### config.mk
export PLATFORM = sky130hd
export DESIGN_NAME = sbox_cf
export DESIGN_NICKNAME = d
export VERILOG_FILES = /design/src/rtl/sbox_cf_pkg.sv /design/src/rtl/sbox_stage.sv /design/src/rtl/sbox_lin_map.sv /design/src/rtl/sbox_cf_inv.sv /design/src/rtl/sbox_affine.sv /design/src/rtl/sbox_cf.sv
export SDC_FILE = /design/constraint.sdc
export NUM_CORES = 1
export LEC_CHECK = 0
export CAP_MARGIN = 20
export CORE_MARGIN = 2
export CORE_UTILIZATION = 55
export CTS_CLUSTER_DIAMETER = 40
export DETAILED_ROUTE_END_ITERATION = 16
export PLACE_DENSITY_LB_ADDON = 0.25
export SYNTH_ARGS = -nofsm -noshare
export SYNTH_HDL_FRONTEND = slang
export SYNTH_SLANG_ARGS = --single-unit
### constraint.sdc
create_clock -name clk -period 8.95 [get_ports clk]
set_clock_uncertainty 0.1 [all_clocks]
set_input_delay 0.895 -clock clk [delete_from_list [all_inputs] [get_ports clk]]
set_output_delay 0.895 -clock clk [all_outputs]
set_load 0.02 [all_outputs]
### src/rtl/sbox_cf_pkg.sv
package sbox_cf_pkg;

   localparam int unsigned BYTE_W = 8;
   localparam int unsigned NIB_W  = 4;
   localparam logic [8:0]  AES_POLY = 9'h11B;
   localparam logic [7:0]  AFFINE_C = 8'h63;

   // GF(2^4) product, reduction by x^4 + x + 1
   function automatic logic [3:0] nib_mul(input logic [3:0] a, input logic [3:0] b);
      logic [3:0] acc;
      logic [3:0] sh;
      acc = '0;
      sh  = a;
      for (int i = 0; i < 4; i++) begin
         if (b[i]) acc = acc ^ sh;
         sh = {sh[2:0], 1'b0} ^ (sh[3] ? 4'b0011 : 4'b0000);
      end
      return acc;
   endfunction

   // a^14 = a^-1 in GF(2^4); zero stays zero
   function automatic logic [3:0] nib_inv(input logic [3:0] a);
      logic [3:0] p2, p3, p6, p12;
      p2  = nib_mul(a, a);
      p3  = nib_mul(p2, a);
      p6  = nib_mul(p3, p3);
      p12 = nib_mul(p6, p6);
      return nib_mul(p12, p2);
   endfunction

   // smallest l such that y^2 + y + l has no root in GF(2^4)
   function automatic logic [3:0] pick_lambda();
      logic [3:0] found;
      logic       hit;
      found = '0;
      for (int l = 15; l >= 1; l--) begin
         hit = 1'b0;
         for (int y = 0; y < 16; y++) begin
            if ((nib_mul(4'(y), 4'(y)) ^ 4'(y) ^ 4'(l)) == 4'h0) hit = 1'b1;
         end
         if (!hit) found = 4'(l);
      end
      return found;
   endfunction

   // product in GF((2^4)^2) with z^2 = z + lam; high nibble is the z term
   function automatic logic [7:0] cf_mul(input logic [7:0] a, input logic [7:0] b,
                                         input logic [3:0] lam);
      logic [3:0] hh;
      hh = nib_mul(a[7:4], b[7:4]);
      return {hh ^ nib_mul(a[7:4], b[3:0]) ^ nib_mul(a[3:0], b[7:4]),
              nib_mul(hh, lam) ^ nib_mul(a[3:0], b[3:0])};
   endfunction

   // smallest composite element that is a root of the AES polynomial
   function automatic logic [7:0] pick_root(input logic [3:0] lam);
      logic [7:0] root, pw, acc;
      root = '0;
      for (int c = 255; c >= 2; c--) begin
         pw  = 8'h01;
         acc = 8'h00;
         for (int k = 0; k <= 8; k++) begin
            if (AES_POLY[k]) acc = acc ^ pw;
            pw = cf_mul(pw, 8'(c), lam);
         end
         if (acc == 8'h00) root = 8'(c);
      end
      return root;
   endfunction

   // column i of the basis change is root^i
   function automatic logic [63:0] fwd_cols(input logic [3:0] lam);
      logic [63:0] cols;
      logic [7:0]  beta, pw;
      beta = pick_root(lam);
      pw   = 8'h01;
      cols = '0;
      for (int i = 0; i < 8; i++) begin
         cols[i*8 +: 8] = pw;
         pw = cf_mul(pw, beta, lam);
      end
      return cols;
   endfunction

   function automatic logic [7:0] apply_cols(input logic [63:0] cols, input logic [7:0] v);
      logic [7:0] acc;
      acc = '0;
      for (int i = 0; i < 8; i++) begin
         if (v[i]) acc = acc ^ cols[i*8 +: 8];
      end
      return acc;
   endfunction

   // inverse basis change: column j is the preimage of unit vector j
   function automatic logic [63:0] bwd_cols(input logic [63:0] fwd);
      logic [63:0] cols;
      logic [7:0]  m;
      cols = '0;
      for (int a = 0; a < 256; a++) begin
         m = apply_cols(fwd, 8'(a));
         for (int j = 0; j < 8; j++) begin
            if (m == 8'(1 << j)) cols[j*8 +: 8] = 8'(a);
         end
      end
      return cols;
   endfunction

endpackage

### src/rtl/sbox_stage.sv
module sbox_stage #(
   parameter int unsigned W   = 8,
   parameter bit          REG = 1'b1
) (
   input  logic         clk,
   input  logic         rst_n,
   input  logic         in_v,
   input  logic [W-1:0] in_d,
   output logic         out_v,
   output logic [W-1:0] out_d
);
   generate
      if (REG) begin : g_reg
         always_ff @(posedge clk or negedge rst_n) begin
            if (!rst_n) begin
               out_v <= 1'b0;
               out_d <= '0;
            end else begin
               out_v <= in_v;
               out_d <= in_d;
            end
         end
      end else begin : g_wire
         assign out_v = in_v;
         assign out_d = in_d;
      end
   endgenerate
endmodule

### src/rtl/sbox_lin_map.sv
module sbox_lin_map #(
   parameter logic [63:0] COLS = 64'h8040_2010_0804_0201
) (
   input  logic [7:0] x,
   output logic [7:0] y
);
   always_comb begin
      y = '0;
      for (int i = 0; i < 8; i++) begin
         if (x[i]) y = y ^ COLS[i*8 +: 8];
      end
   end
endmodule

### src/rtl/sbox_cf_inv.sv
module sbox_cf_inv
   import sbox_cf_pkg::*;
#(
   parameter logic [3:0] LAMBDA = 4'hC
) (
   input  logic [7:0] c_in,
   output logic [7:0] c_out
);
   logic [NIB_W-1:0] hi, lo, norm, norm_inv;

   assign hi = c_in[7:4];
   assign lo = c_in[3:0];

   // norm = lam*hi^2 + hi*lo + lo^2, an element of the subfield
   assign norm     = nib_mul(nib_mul(hi, hi), LAMBDA) ^ nib_mul(hi, lo) ^ nib_mul(lo, lo);
   assign norm_inv = nib_inv(norm);
   assign c_out    = {nib_mul(hi, norm_inv), nib_mul(hi ^ lo, norm_inv)};
endmodule

### src/rtl/sbox_affine.sv
module sbox_affine
   import sbox_cf_pkg::*;
(
   input  logic [7:0] a,
   output logic [7:0] b
);
   function automatic logic [7:0] ror8(input logic [7:0] v, input int unsigned k);
      return (v >> k) | (v << (8 - k));
   endfunction

   assign b = a ^ ror8(a, 4) ^ ror8(a, 5) ^ ror8(a, 6) ^ ror8(a, 7) ^ AFFINE_C;
endmodule

### src/rtl/sbox_cf.sv
module sbox_cf
   import sbox_cf_pkg::*;
#(
   parameter int unsigned PIPE_STAGES = 2
) (
   input  logic              clk,
   input  logic              rst_n,
   input  logic              in_valid,
   input  logic [BYTE_W-1:0] in_byte,
   output logic              out_valid,
   output logic [BYTE_W-1:0] out_byte
);
   localparam bit          USE_REGS = (PIPE_STAGES == 2);
   localparam logic [3:0]  LAMBDA   = pick_lambda();
   localparam logic [63:0] TO_CF    = fwd_cols(LAMBDA);
   localparam logic [63:0] FROM_CF  = bwd_cols(TO_CF);

   generate
      if (PIPE_STAGES != 0 && PIPE_STAGES != 2) begin : g_bad_stages
         $error("sbox_cf: PIPE_STAGES must be 0 or 2");
      end
   endgenerate

   logic [BYTE_W-1:0] cf_a, cf_b, inv_a, inv_b, std_inv;
   logic              v_b, v_c;

   // basis change into the tower field
   sbox_lin_map #(.COLS(TO_CF)) u_to_cf (.x(in_byte), .y(cf_a));

   sbox_stage #(.W(BYTE_W), .REG(USE_REGS)) u_cut_map (
      .clk(clk), .rst_n(rst_n),
      .in_v(in_valid), .in_d(cf_a),
      .out_v(v_b), .out_d(cf_b)
   );

   sbox_cf_inv #(.LAMBDA(LAMBDA)) u_inv (.c_in(cf_b), .c_out(inv_a));

   sbox_stage #(.W(BYTE_W), .REG(USE_REGS)) u_cut_inv (
      .clk(clk), .rst_n(rst_n),
      .in_v(v_b), .in_d(inv_a),
      .out_v(v_c), .out_d(inv_b)
   );

   // back to the standard basis, then the affine step
   sbox_lin_map #(.COLS(FROM_CF)) u_from_cf (.x(inv_b), .y(std_inv));
   sbox_affine u_aff (.a(std_inv), .b(out_byte));

   assign out_valid = v_c;
endmodule

==> flow_metrics.env, run 1 <==
export IMPL_cts_hold_buffers=0
export IMPL_drtIter0Drc=171
export IMPL_synth_edf_count=0
export IMPL_core_um2=6350
export IMPL_grt_use_total_pct=20.78
export IMPL_avgSynthCellArea_um2=9.056
export IMPL_grt_pass1_wl_mm=12.50
export IMPL_firstDrtPassIters=5
export IMPL_wl_mm=7.228
export IMPL_ios=20
export IMPL_die_area_um2=7234
export IMPL_setup_violations=0
export IMPL_syn_area_um2=3613
export IMPL_clk_pin_slew_worst_paths_ps=70
export IMPL_yosys_warnings=0
export IMPL_drc=0
export IMPL_numCtsBuffers=3
export IMPL_fin_ws_ps=779.8
export IMPL_cts_tree="done"
export IMPL_worstPathArrival_ps=8210
export IMPL_overflow=0
export IMPL_synth_seq_cells=18
export IMPL_place_congestion=0.9571
export IMPL_antenna_found_initial=0
export IMPL_start_kind="register"
export IMPL_syn_inst=399
export IMPL_synth_async_reset_ratio_pct=100.0
export IMPL_stdcell_area_um2=3815
export IMPL_die_h_um=85.06
export IMPL_cp_max_fo=18
export IMPL_cts_resized=0
export IMPL_seq_area_um2=450.4
export IMPL_dp_slack_ps=834.8
export IMPL_clock_sinks=18
export IMPL_cp_required_ps=8990
export IMPL_nets=423
export IMPL_setup_tns_final_ps=0
export IMPL_synth_net_count=420
export IMPL_cp_end_kind="register"
export IMPL_route_antenna_remaining_nets=0
export IMPL_grt_max_degree=24
export IMPL_fin_crit_ps=8170
export IMPL_rows=29
export IMPL_via_per_inst=5.878
export IMPL_hold_class="reg -> reg"
export IMPL_htreeDepth=1
export IMPL_detailroute_via_count=2804
export IMPL_post_cts_setup_buffers=0
export IMPL_critPathKind="reg -> reg"
export IMPL_multi_input_area_um2=2969
export IMPL_routedWlPerCell_um=15.15
export IMPL_diodes=0
export IMPL_start_util_pct=56.91
export IMPL_finalHoldViolCount=0
export IMPL_rsz0062_at_grt="false"
export IMPL_clk_path_buf_depth=2
export IMPL_grt_pass1_vias=2676
export IMPL_fp_dieW_um=85.06
export IMPL_cap_violations=0
export IMPL_fin_crit_sh_pct=91.29
export IMPL_fmax_ghz=0.1224
export IMPL_clk_latency_ps=250
export IMPL_maxSlewViolCount=0
export IMPL_worst_slew_pin_slew_ps=883.5
export IMPL_outcome="complete, no violations"
export IMPL_dpl_cell_area_um2=3774
export IMPL_ys_seq_area_share_pct=12.47
export IMPL_final_common_cell="xnor2_1"
export IMPL_relSlewSlack_pct=40.68
export IMPL_yosysUniqueCellTypes=76
export IMPL_fillers=529
export IMPL_area_growth_syn_to_layout_pct=5.575
export IMPL_synthFlopType="dfrtp_1"
export IMPL_root_buffer="clkbuf_8"
export IMPL_final_cell_mix="xnor2_1 (63), nand2_1 (55), nor2_1 (33)"
export IMPL_port_buffer_count=19
export IMPL_place_hpwl_mm=5.508
export IMPL_drive_gt1_share_pct=15.50
[cell usage after synthesis (3+ instances only)]
cell type | count | share of area (%)
o21ai_0 | 8 | 1.1
dfrtp_1 | 18 | 12
nand2b_1 | 3 | 0.52
xnor2_2 | 5 | 2.3
xor2_2 | 4 | 1.8
mux2i_1 | 9 | 2.5
nor4_1 | 3 | 0.52
a211oi_1 | 3 | 0.62
buf_2 | 8 | 1.1
inv_2 | 3 | 0.31
xnor2_1 | 63 | 15
nor2b_1 | 6 | 1.0
inv_1 | 7 | 0.73
xor2_1 | 24 | 5.8
o22ai_1 | 5 | 0.87
xnor2_4 | 6 | 4.6
nand3_1 | 6 | 0.83
buf_4 | 4 | 0.83
clkbuf_1 | 6 | 0.62
xnor3_1 | 6 | 3.7
or3_1 | 3 | 0.52
nand2_1 | 55 | 5.7
ha_1 | 10 | 3.5
o211ai_1 | 6 | 1.2
a211o_1 | 4 | 0.97
a221oi_2 | 4 | 1.7
nor2_1 | 33 | 3.4
a21oi_1 | 12 | 1.7
buf_6 | 5 | 1.6
or2_2 | 4 | 0.69
a31oi_1 | 4 | 0.69
nor3_1 | 7 | 0.97
[metal layers]
| layer | up-vias | share of wire (%) | GRT usage (%) |
|---|---|---|---|
| met2 | 113 | 47 | 34.73 |
| met4 | 0 | 2.0 | 5.195 |
| li1 | 1391 | - | - |
| met3 | 20 | 5.4 | 3.210 |
| met5 | - | 0 | 0 |
| met1 | 1280 | 45 | 28.19 |
[registers in the layout, summed over array words and instances (netlist names)]
| register | flops |
|---|---|
| u_cut_inv.out_d | 8 |
| u_cut_map.out_d | 8 |
| u_cut_inv.out_v | 1 |
| u_cut_map.out_v | 1 |
[worst max-delay path: stages (launching register included)]
cell and delay [ps]:
dfrtp_1 710, ha_1 460, xor3_1 350, nand2_2 110, xnor2_4 420, xor2_4 300, inv_2 120, ha_1 550
inv_1 200, xnor3_1 520, xnor2_1 180, xnor2_1 130, a211o_1 330, o211ai_2 130, xor2_2 560, xnor2_2 200
ha_1 710, inv_1 240, a21oi_1 180, o211ai_1 100, a221oi_1 470, a2111oi_4 100, xor2_2 390, nand2_1 110
xor2_1 260, xnor2_1 110
[final cells by class]
cell class	count	area share [%]
clock buffers	3	1.082
inverters	10	0.9839
multi-input cells	346	77.83
flip-flops and latches	18	11.81
well taps	77	2.525
repair buffers	23	5.772
[cell families (layout without fill, tap and decap cells)]
| family | count (synthesis) | count (layout) | synth area share, % |
|---|---|---|---|
| simple gates | 133 | 133 | 17.31 |
| flops | 18 | 18 | 12.47 |
| xor+xnor | 114 | 114 | 37.64 |
| mux | 12 | 12 | 3.878 |
| compound gates | 77 | 77 | 19.88 |
| fa+ha+maj | 10 | 10 | 3.463 |
| buf+inv | 35 | 36 | 5.367 |
[final timing paths]
check	startpoint	end	cells after the start	slack [ps]
setup / recovery	u_cut_map.out_d[7]	u_cut_inv.out_d[2]	25	780
hold / removal	u_cut_map.out_v	u_cut_inv.out_v	0	250
setup reg to reg	u_cut_map.out_d[7]	u_cut_inv.out_d[2]	25	780
hold reg to reg	u_cut_map.out_v	u_cut_inv.out_v	0	250
max in group asynchronous	rst_n	u_cut_map.out_v	1	7250
min in group asynchronous	rst_n	u_cut_inv.out_v	1	1000
[through the flow]
step / instances / hold WS [ps] / util [%]
final: 477 / 245.4 / 60.08
after global routing: 477 / 255.2 / 60.08
after CTS: 477 / 249.1 / 60.08
after detailed placement: 474 / 240.1 / 59.43
after global placement: 474 / 233.2 / 59.43
after floorplan: 399 / 231.2 / -
Power of run 1 is left out: the tool's default activity adds up to more than one toggle a clock period on the data nets, which glitch-free logic cannot reach.
==> run 2: changes to the inputs <==
- ABC_AREA: default -> 1
- ABC_CLOCK_PERIOD_IN_PS: default -> 8950
==> run 2 against run 1 <==
Effect of this change:
- core utilization grew 1.2 points
- register-to-register slack improved by 2300 ps
- routed wire length increased by 2.4%
- design area fell by 4.9%
- first-iteration DRC count rose by 42%
==> flow_metrics.env, run 2 <==
export IMPL_outcome="complete, no violations"
export IMPL_worst_slew_pin_slew_ps=824.3
export IMPL_cts_resized=0
export IMPL_dp_slack_ps=3126
export IMPL_firstDrtPassIters=5
export IMPL_core_um2=5921
export IMPL_path_common_cell="nand2_1"
export IMPL_ys_seq_area_share_pct=13.29
export IMPL_cap_violations=0
export IMPL_route_antenna_remaining_nets=0
export IMPL_synth_edf_count=0
export IMPL_hold_depth=0
export IMPL_synthFlopType="dfrtp_1"
export IMPL_fp_dieW_um=82.49
export IMPL_worstPathArrival_ps=5940
export IMPL_critPathKind="reg -> reg"
export IMPL_overflow=0
export IMPL_yosys_top_cells_count="nand2_1 (212), nand3_1 (89), inv_1 (80), nor2_1 (35), xor2_1 (29)"
export IMPL_path_buf_inv=7
export IMPL_fillers=574
export IMPL_rows=28
export IMPL_finalHoldViolCount=0
export IMPL_via_per_inst=5.146
export IMPL_start_util_pct=57.23
export IMPL_multi_input_area_um2=2481
export IMPL_cts_tree="done"
export IMPL_root_buffer="clkbuf_8"
export IMPL_fin_ws_ps=3074
export IMPL_nets=628
export IMPL_start_kind="register"
export IMPL_worstReg2RegEnd="u_cut_inv.out_d[2]"
export IMPL_post_cts_setup_buffers=0
export IMPL_rsz0062_at_grt="false"
export IMPL_grt_use_total_pct=23.25
export IMPL_grt_pass1_wl_mm=12.72
export IMPL_yosysTopAreaCell="nand2_1"
export IMPL_yosysUniqueCellTypes=28
export IMPL_routedWlPerCell_um=10.88
export IMPL_numCtsBuffers=3
export IMPL_area_growth_syn_to_layout_pct=7.053
export IMPL_clock_sinks=18
export IMPL_grt_pass1_vias=3070
export IMPL_synth_async_reset_ratio_pct=100.0
export IMPL_die_area_um2=6805
export IMPL_cp_required_ps=9020
export IMPL_drtIter0Drc=242
export IMPL_setup_violations=0
export IMPL_hp_start="u_cut_map.out_v"
export IMPL_ios=20
export IMPL_yosys_warnings=0
export IMPL_syn_area_um2=3388
export IMPL_relSlewSlack_pct=44.88
export IMPL_maxSlewViolCount=0
export IMPL_r2r_start="u_cut_map.out_d[7]"
export IMPL_synth_most_common_cell="nand2_1"
export IMPL_htreeDepth=1
export IMPL_clk_pin_slew_worst_paths_ps=70
export IMPL_hold_class="reg -> reg"
export IMPL_wl_mm=7.399
export IMPL_port_buffer_count=19
export IMPL_place_congestion=0.8702
export IMPL_grt_max_degree=19
export IMPL_detailroute_via_count=3499
export IMPL_synth_net_count=616
export IMPL_synth_top_cell_area_share_pct=23.49
export IMPL_final_common_cell="nand2_1"
export IMPL_antenna_found_initial=0
export IMPL_clk_latency_ps=270
export IMPL_die_h_um=82.49
export IMPL_place_hpwl_mm=6.058
export IMPL_worst_r2r_setup_slack_ps=3070
export IMPL_reg_top3="u_cut_inv.out_d: 8 flops, u_cut_map.out_d: 8 flops"
export IMPL_avgSynthCellArea_um2=5.704
export IMPL_ff2ff_path_depth=39
export IMPL_fin_crit_ps=5876
export IMPL_cp_end_kind="register"
export IMPL_cpMaxStageDelayCell="ha_1"
export IMPL_seq_area_um2=450.4
export IMPL_drive_gt1_share_pct=10.58
export IMPL_cts_hold_buffers=0
export IMPL_crit_path_max_incr_delay_ps=570
export IMPL_drc=0
export IMPL_synth_area_leaders="nand2_1 (23%), dfrtp_1 (13%), nand3_1 (13%)"
export IMPL_min_to="u_cut_inv.out_v"
export IMPL_cp_max_fo=15
export IMPL_diodes=0
export IMPL_setup_tns_final_ps=0
export IMPL_fin_crit_sh_pct=65.65
export IMPL_fmax_ghz=0.1702
export IMPL_final_cell_mix="nand2_1 (212), nand3_1 (89), inv_1 (80)"
export IMPL_path_delay_family="simple AND/OR/NAND/NOR gates"
export IMPL_clk_path_buf_depth=2
export IMPL_synth_seq_cells=18
export IMPL_syn_inst=594
==> run 2: layer usage <==
layer  part of all wire (%)  global-route usage, %
met2                     51                  43.39
met5                      0                      0
met1                     44                  28.97
met3                    4.3                  3.261
met4                   0.28                  2.951
==> run 2: logic make-up after synthesis <==
| logic type | after synthesis | synth area share, % |
|---|---|---|
| AND/OR/NAND/NOR | 392 | 53.03 |
| adder cells (fa/ha/maj) | 11 | 4.062 |
| XOR/XNOR | 55 | 14.22 |
| buffers and inverters | 105 | 13.48 |
| AO/OA/AOI/OAI | 13 | 1.920 |
| flip-flops | 18 | 13.29 |
==> run 2: layout make-up <==
cell class / instances / area share (%)
multi-input combinational: 471 / 68.40
inverter: 93 / 9.831
timing repair buffer: 19 / 5.243
tap: 75 / 2.587
clock buffer: 4 / 1.518
sequential: 18 / 12.42
==> run 2: how the worst max path moves through the flow <==
| stage | slack [ps] | cells after the start | start | end |
|---|---|---|---|---|
| after floorplan | 3870 | 39 | u_cut_map.out_d[4] | u_cut_inv.out_d[1] |
| after global placement | 3350 | 39 | u_cut_map.out_d[7] | u_cut_inv.out_d[2] |
| after detailed placement | 3130 | 41 | u_cut_map.out_d[7] | u_cut_inv.out_d[2] |
| after CTS | 3100 | 41 | u_cut_map.out_d[7] | u_cut_inv.out_d[2] |
| after global routing | 2390 | 40 | u_cut_map.out_d[7] | u_cut_inv.out_d[6] |
| final | 3070 | 39 | u_cut_map.out_d[7] | u_cut_inv.out_d[2] |
==> run 2: metrics by stage <==
step                      instances  instance area [µm²]  hold slack (ps)  utilization [%]
after CTS                       680                 3627            260.2            61.26
after global placement          676                 3572            231.7            60.33
after global routing            680                 3627            271.5            61.26
final                           680                 3627            260.3            61.26
after detailed placement        676                 3572            243.4            60.33
after floorplan                 594                 3388            231.2                -
Power of run 2 is left out for the same reason.
==> run 3: changes to the inputs <==
- ABC_CLOCK_PERIOD_IN_PS: 8950 -> 5050
- clock period: 8.95 -> 5.05 ns (I/O delays scaled with it)
==> run 3 against run 2 <==
Effect of this change:
- via count rose by 8.8%
- routed wire length rose by 20%
- first-iteration DRC count fell by 15%
- critical path type unchanged
- critical endpoint is now u_cut_inv.out_d[7]
- largest cell class unchanged
==> flow_metrics.env, run 3 (synthesis results as in run 2) <==
export IMPL_grt_max_degree=19
export IMPL_final_common_cell="nand2_1"
export IMPL_grt_use_total_pct=22.80
export IMPL_cts_hold_buffers=0
export IMPL_hold_class="reg -> reg"
export IMPL_port_buffer_count=19
export IMPL_worstPathArrival_ps=4980
export IMPL_path_common_cell="nand2_2"
export IMPL_crit_path_max_incr_delay_ps=450
export IMPL_via_per_inst=5.289
export IMPL_firstDrtPassIters=5
export IMPL_dp_cells=695
export IMPL_met2_usage_pct=40.32
export IMPL_reg_top3="u_cut_inv.out_d: 8 flops, u_cut_map.out_d: 8 flops"
export IMPL_fmax_ghz=0.2029
export IMPL_route_antenna_remaining_nets=0
export IMPL_cts_tree="done"
export IMPL_cp_max_fo=6
export IMPL_final_cells=720
export IMPL_final_cell_mix="nand2_1 (186), inv_1 (73), nand3_1 (68)"
export IMPL_place_hpwl_mm=6.208
export IMPL_wl_mm=8.842
export IMPL_fillers=439
export IMPL_clock_sinks=18
export IMPL_clk_path_buf_depth=2
export IMPL_fin_crit_sh_pct=97.58
export IMPL_htreeDepth=1
export IMPL_drc=0
export IMPL_start_util_pct=57.23
export IMPL_fp_dieW_um=82.49
export IMPL_setup_violations=0
export IMPL_cap_violations=0
export IMPL_die_h_um=82.49
export IMPL_maxSlewViolCount=0
export IMPL_drive_gt1_share_pct=28.22
export IMPL_clk_pin_slew_worst_paths_ps=70
export IMPL_seq_area_um2=452.9
export IMPL_worst_slew_pin_slew_ps=830.9
export IMPL_drtIter0Drc=206
export IMPL_outcome="complete, no violations"
export IMPL_place_congestion=0.8548
export IMPL_cpMaxStageDelayCell="dfrtp_2"
export IMPL_root_buffer="clkbuf_8"
export IMPL_numCtsBuffers=3
export IMPL_clk_latency_ps=260
export IMPL_grtUsageMet3_pct=3.478
export IMPL_grt_pass1_vias=2993
export IMPL_multi_input_area_um2=2958
export IMPL_critPathKind="reg -> reg"
export IMPL_use_met1_pct=29.01
export IMPL_detailroute_via_count=3808
export IMPL_die_area_um2=6805
export IMPL_fin_crit_ps=4928
export IMPL_area_growth_syn_to_layout_pct=31.35
export IMPL_ios=20
export IMPL_relSlewSlack_pct=44.43
export IMPL_finalHoldViolCount=0
export IMPL_diodes=0
export IMPL_routedWlPerCell_um=12.28
export IMPL_nets=668
export IMPL_cp_end_kind="register"
export IMPL_core_um2=5921
export IMPL_cp_required_ps=5100
export IMPL_rows=28
export IMPL_overflow=0
export IMPL_busiest_layer="met2"
export IMPL_antenna_found_initial=0
export IMPL_start_kind="register"
export IMPL_grt_pass1_wl_mm=12.41
## run 3: timing repair
| action | 4_1_cts | 5_1_grt |
|---|---|---|
| gates resized for setup | 7 | 111 |
| buffers inserted | 1 | 20 |
| endpoints found under the setup margin | 8 | 8 |
| pin swaps | 3 | 41 |
## run 3: path summary, 6_finish.rpt
check                              startpoint                  to  slack, ps  cells after the start
setup / recovery           u_cut_map.out_d[4]  u_cut_inv.out_d[7]        120                     39
hold / removal                u_cut_map.out_v     u_cut_inv.out_v        250                      0
setup reg to reg           u_cut_map.out_d[4]  u_cut_inv.out_d[7]        120                     39
hold reg to reg               u_cut_map.out_v     u_cut_inv.out_v        250                      0
max in group asynchronous               rst_n  u_cut_map.out_d[1]       3660                      1
min in group asynchronous               rst_n  u_cut_inv.out_d[4]        620                      1
## run 3: through the flow
| stage | util [%] | area, µm² | setup WS (ps) | TNS [ps] | hold slack [ps] |
|---|---|---|---|---|---|
| 2_1_floorplan | - | 3396 | 22.41 | 0 | 109.4 |
| 3_3_place_gp | 63.08 | 3735 | 131.7 | 0 | 233.1 |
| 3_5_place_dp | 63.08 | 3735 | -91.73 | -231.8 | 236.3 |
| 4_1_cts | 64.84 | 3839 | 1.721 | 0 | 251.8 |
| 5_1_grt | 75.17 | 4451 | -170.9 | -1183 | 268.9 |
| 6_report | 75.17 | 4451 | 122.3 | 0 | 250.6 |
## run 3: area by class of cell
type | instances | area share (%)
clock buffer | 4 | 1.237
inverter | 93 | 8.378
multi-input combinational | 471 | 66.46
sequential | 18 | 10.18
tap | 75 | 2.109
timing repair buffer | 59 | 11.64
## run 3: critical path, delay by kind of cell (launching register included)
| kind | cells | cell delay, ps |
|---|---|---|
| simple gates | 30 | 2900 |
| fa+ha+maj | 3 | 730 |
| flops | 1 | 450 |
| buf+inv | 5 | 450 |
| xor+xnor | 1 | 170 |
## run 3: routing by layer
metal  vias to the layer above  wire, µm
met5                         -         0
met4                         0       111
met3                        15       386
met2                        94      4598
met1                      1764      3745
li1                       1935         -
Power of run 3 is left out for the same reason.
